**src/rtl/fwdres_pkg.sv**
```systemverilog
// Package: shared constants for the forward residue converter.
// Assumes: nothing beyond the IEEE 1800-2017 language.
package fwdres_pkg;
    // Default field width; moduli 16, 15 and 17 follow from it.
    localparam int unsigned DEF_N = 4;
    // Extra bits needed above N for the signed hi - mid + lo sum.
    localparam int unsigned SGN_EXTRA = 3;
endpackage

```
**src/rtl/res_mod_m1.sv**
```systemverilog
// Module: res_mod_m1
// Computes (hi + mid + lo) mod (2^N - 1) without division.
// A row of full adders reduces three fields to sum and carry vectors.
// The carry vector is rotated left by one, which is its weight modulo
// 2^N - 1. An end-around-carry adder then folds the two vectors. An all-ones
// result (the second zero code) is mapped to 0.
// Assumes: N >= 2, purely combinational.
module res_mod_m1 #(
    parameter int unsigned N = fwdres_pkg::DEF_N
) (
    input  logic [N-1:0] hi,
    input  logic [N-1:0] mid,
    input  logic [N-1:0] lo,
    output logic [N-1:0] res
);
    localparam logic [N-1:0] ALL_ONES = {N{1'b1}};

    logic [N-1:0] sum_v;
    logic [N-1:0] maj_v;
    logic [N-1:0] car_rot;
    logic [N:0]   first_add;
    logic [N-1:0] folded;

    // Carry-save row: one full adder cell per bit.
    for (genvar i = 0; i < N; i++) begin : g_csa
        assign sum_v[i] = hi[i] ^ mid[i] ^ lo[i];
        assign maj_v[i] = (hi[i] & mid[i]) | (hi[i] & lo[i]) | (mid[i] & lo[i]);
    end

    // The carry out of bit N-1 has weight 2^N, which is 1 modulo 2^N-1.
    assign car_rot = {maj_v[N-2:0], maj_v[N-1]};

    // End-around-carry addition of the sum and rotated carry vectors.
    always_comb begin
        first_add = {1'b0, sum_v} + {1'b0, car_rot};
        folded    = first_add[N-1:0] + {{(N-1){1'b0}}, first_add[N]};
    end

    // Map the all-ones code to zero so the result stays in 0 .. 2^N-2.
    always_comb begin
        res = (folded == ALL_ONES) ? '0 : folded;
    end
endmodule

```
**src/rtl/res_mod_p1.sv**
```systemverilog
// Module: res_mod_p1
// Computes (hi - mid + lo) mod (2^N + 1) without division.
// The signed sum spans -(2^N-1) .. 2*(2^N-1). It is corrected once:
// add the modulus when it is negative, subtract it when it is at or above
// the modulus. The result is N+1 bits, since 2^N is a legal residue.
// Assumes: N >= 2, purely combinational.
module res_mod_p1 #(
    parameter int unsigned N = fwdres_pkg::DEF_N
) (
    input  logic [N-1:0] hi,
    input  logic [N-1:0] mid,
    input  logic [N-1:0] lo,
    output logic [N:0]   res
);
    localparam int unsigned W = N + fwdres_pkg::SGN_EXTRA;
    localparam logic [W-1:0] MODV = W'((1 << N) + 1);
    localparam logic [W-1:0] PADZ = '0;

    logic [W-1:0] ext_hi;
    logic [W-1:0] ext_mid_n;
    logic [W-1:0] ext_lo;
    logic [W-1:0] raw;
    logic [W-1:0] fixed;

    // Widen the fields, with the two's complement of the middle one.
    always_comb begin
        ext_hi    = {PADZ[W-1:N], hi};
        ext_lo    = {PADZ[W-1:N], lo};
        ext_mid_n = ~{PADZ[W-1:N], mid} + W'(1);
    end

    // Alternating-sign sum in W-bit two's complement.
    always_comb begin
        raw = ext_hi + ext_lo + ext_mid_n;
    end

    // Sign and size based single correction step.
    always_comb begin
        if (raw[W-1]) begin
            fixed = raw + MODV;
        end else if (raw >= MODV) begin
            fixed = raw - MODV;
        end else begin
            fixed = raw;
        end
    end

    // Keep the N+1 magnitude bits of the corrected value.
    always_comb begin
        res = fixed[N:0];
    end
endmodule

```
**src/rtl/res_fwd_conv.sv**
```systemverilog
// Module: res_fwd_conv (top)
// Splits a 3N-bit word into hi, mid and lo fields. It derives the residues
// modulo 2^N, 2^N-1 and 2^N+1 and registers them with one cycle of latency.
// Residues load only on a strobe. The valid flag follows the strobe.
// Assumes: unsigned input, synchronous active-low reset, N >= 2.
module res_fwd_conv #(
    parameter int unsigned N = fwdres_pkg::DEF_N
) (
    input  logic           clk,
    input  logic           rst_n,
    input  logic           in_valid,
    input  logic [3*N-1:0] in_word,
    output logic           out_valid,
    output logic [N-1:0]   res_p2,
    output logic [N-1:0]   res_m1,
    output logic [N:0]     res_p1
);
    logic [N-1:0] f_hi;
    logic [N-1:0] f_mid;
    logic [N-1:0] f_lo;
    logic [N-1:0] nxt_m1;
    logic [N:0]   nxt_p1;

    // Field split of the input word.
    always_comb begin
        f_hi  = in_word[3*N-1:2*N];
        f_mid = in_word[2*N-1:N];
        f_lo  = in_word[N-1:0];
    end

    res_mod_m1 #(.N(N)) u_m1 (
        .hi  (f_hi),
        .mid (f_mid),
        .lo  (f_lo),
        .res (nxt_m1)
    );

    res_mod_p1 #(.N(N)) u_p1 (
        .hi  (f_hi),
        .mid (f_mid),
        .lo  (f_lo),
        .res (nxt_p1)
    );

    // Output register: load residues on a strobe, track the strobe as valid.
    always_ff @(posedge clk) begin
        if (!rst_n) begin
            out_valid <= 1'b0;
            res_p2    <= '0;
            res_m1    <= '0;
            res_p1    <= '0;
        end else begin
            out_valid <= in_valid;
            if (in_valid) begin
                res_p2 <= f_lo;
                res_m1 <= nxt_m1;
                res_p1 <= nxt_p1;
            end
        end
    end
endmodule

```
**config.mk**
```make
export PLATFORM = sky130hd
export DESIGN_NAME = res_fwd_conv
export DESIGN_NICKNAME = d
export VERILOG_FILES = /design/src/rtl/fwdres_pkg.sv /design/src/rtl/res_mod_m1.sv /design/src/rtl/res_mod_p1.sv /design/src/rtl/res_fwd_conv.sv
export SDC_FILE = /design/constraint.sdc
export NUM_CORES = 1
export LEC_CHECK = 0
export CORE_MARGIN = 1
export CORE_UTILIZATION = 32
export DETAILED_ROUTE_END_ITERATION = 8
export DONT_BUFFER_PORTS = 1
export GPL_TIMING_DRIVEN = 0
export SKIP_CTS_REPAIR_TIMING = 1
export SYNTH_ARGS = -nofsm -noshare
export SYNTH_HDL_FRONTEND = slang
export SYNTH_SLANG_ARGS = --single-unit
```
**constraint.sdc**
```tcl
create_clock -name clk -period 4.1 [get_ports clk]
set_input_delay 0.41 -clock clk [delete_from_list [all_inputs] [get_ports clk]]
set_output_delay 0.41 -clock clk [all_outputs]
set_load 0.01 [all_outputs]
```
==> results.json <==
{
  "outcome": "complete, no violations",
  "fin_skew_ns": 0,
  "power_density_nw_per_um2": 406.5,
  "stdcell_area_um2": 1486,
  "p_int_mw": 0.3621,
  "cts_tree": "built",
  "grt_pass1_wl_um": 5078,
  "cts_buffers": 3,
  "fp.dieH_um": 67.40,
  "final_hold_viol_count": 0,
  "drtPass1Iterations": 4,
  "syn_to_final_growth_pct": 8.593,
  "synth_seq_area_share": 0.2048,
  "synth-edff-count": 0,
  "seqPwrFrac": 0.299,
  "final_layout_size_suffix_gt1_frac": 0.05806,
  "rsz0062_at_grt": "false",
  "end_kind": "flop",
  "groute.usage.overall": 0.1528,
  "cts.sinks": 14,
  "die_area_um2": 4543,
  "fin_crit_sh": 0.7315,
  "clock_latency_ns": 0.25,
  "syn_area_per_cell_um2": 9.065,
  "start_kind": "input port",
  "port-buffer-count": 0,
  "grt_max_degree": 11,
  "switching_power_mw": 0.2422,
  "maxCapViolations": 0,
  "max_slew.worst_pin.slew_ns": 0.5739,
  "wl_um": 3048,
  "antenna_left": 0,
  "ys_seq_elements": 14,
  "clock.fmax_mhz": 333.4,
  "relSlewSlack": 0.6174,
  "die_width_um": 67.40,
  "grt_antenna_before_repair": 0,
  "ys_top_cells_by_count": "24 x inv_1, 15 x ha_1, 14 x dfxtp_1",
  "placedInstanceArea_um2": 1431,
  "setup-tns-final_ns": 0,
  "yosysMostFrequentCell": "inv_1",
  "synthArstFlopShare": 0,
  "final-max-slew-violation-count": 0,
  "fin_util": 0.3663,
  "switching_share": 0.4007,
  "coreArea_um2": 4058,
  "clock_path_buffers": 2,
  "clkPwrFrac": 0.236,
  "root_buffer": "clkbuf_8",
  "drt_iter0_drc": 17,
  "clk_pin_slew_worst_paths_ns": 0.07,
  "antenna_cells": 0,
  "ir_worst_vdd_v": 0.0001751,
  "netlist_top_cells_area": "dfxtp_1 20%, ha_1 14%, fa_1 13%",
  "cts_max_level": 1,
  "syn_nets": 190,
  "hpwl_um": 2443,
  "synth_top_area_cell": "dfxtp_1",
  "min_period_ns": 2.999,
  "wl_per_cell_um": 14.87,
  "ys_warn_count": 0,
  "critPathArrivalTime_ns": 3.18,
  "synthCells": 151,
  "crit_fanout": 5,
  "worst_slack_ns": 1.101,
  "leakage_nw": 0.6578,
  "gp_congestion": 0.8519,
  "synth_top_area_share": 0.2048,
  "fin_nets": 195,
  "grt_pass1_vias": 1103,
  "num_vias": 1065,
  "initial_utilization": 0.3373,
  "ys.flop_type": "dfxtp_1",
  "hold_class": "input port to flop",
  "row_count": 23,
  "drc": 0,
  "combPwrFrac": 0.466,
  "avgViaCountPerCell": 5.195,
  "critPathRequiredTime_ns": 4.28,
  "grt-ovfl-total": 0,
  "ios": 29,
  "syn_area_um2": 1369,
  "crit_type": "input port to flop",
  "pre_cts_slack_ns": 0.8511,
  "setup_violations": 0,
  "synth_cell_types": 42
}
worst paths after layout:
check,startpoint,endpoint,slack [ns],cells past startpoint
min reg2reg,res_m1[2]$_SDFFE_PN0P_,res_m1[2]$_SDFFE_PN0P_,0.53,2
max reg2reg,res_p1[1]$_SDFFE_PN0P_,res_p1[1]$_SDFFE_PN0P_,3.22,3
min,rst_n,res_p1[4]$_SDFFE_PN0P_,0.29,2
max,in_word[1],res_p1[3]$_SDFFE_PN0P_,1.10,9
kinds of logic (layout without fill, tap and decap cells):
kind of cell,after synthesis,count (layout),synth area share
fa+ha+maj,24,24,0.2687
mux,7,7,0.05210
compound gates,31,31,0.1755
simple gates,41,41,0.1737
xor+xnor,6,6,0.04845
buf+inv,28,32,0.07678
flops,14,14,0.2048
worst max-delay path, stage by stage:
cell and delay [ns]:
inv_1 0.06, fa_1 0.66, inv_1 0.11, fa_1 0.50
or2b_1 0.28, a211oi_4 0.34, nor2_2 0.10, or4_1 0.53
a31oi_1 0.17
power groups by stage:
| stage | registers [mW] | logic [mW] | clock network, mW |
|---|---|---|---|
| after floorplan | 0.179 | 0.226 | 0 |
| after global placement | 0.183 | 0.271 | 0 |
| after detailed placement | 0.183 | 0.279 | 0 |
| after CTS | 0.181 | 0.282 | 0.147 |
| after global routing | 0.183 | 0.317 | 0.153 |
| final | 0.180 | 0.281 | 0.142 |
sequential cells by signal (all words and copies together) (netlist names):
signal and flops:
out_valid 1, res_p1 5, res_p2 4, res_m1 4
routing by layer:
metal	global-route usage	vias up	part of all wire
met4	0.06117	0	0.019
met5	0	-	0
met3	0.04561	7	0.057
met2	0.2475	28	0.48
li1	-	518	-
met1	0.1878	512	0.44
area by class of cell:
cell class	count	area (um^2)
Buffer	4	15.01
Inverter	24	90.09
Fill cell	422	2571
Multi-Input combinational cell	109	983.4
Sequential cell	14	280.3
Clock buffer	4	55.05
Tap cell	50	62.56
placed cells by master (no fill, tap or decap), drive strengths merged, types with 3 or more instances in the layout:
cell	Yosys	final
inv	24	24
ha	15	15
dfxtp	14	14
fa	9	9
o21ai	8	8
nand2	7	7
clkbuf	3	7
nor2b	6	6
nand2b	6	6
mux2i	6	6
nor2	6	6
o211ai	4	4
a21oi	3	3
xnor2	3	3
nand3	3	3
a21boi	3	3
stage by stage:
stage / power, mW / cells / hold WS, ns
2_1_floorplan: 0.4056 / 151 / 0.4992
3_3_place_gp: 0.4540 / 201 / 0.5211
3_5_place_dp: 0.4621 / 201 / 0.5254
4_1_cts: 0.6100 / 205 / 0.2880
5_1_grt: 0.6525 / 205 / 0.3029
6_report: 0.6043 / 205 / 0.2945
(Power assumes the default switching activity.)
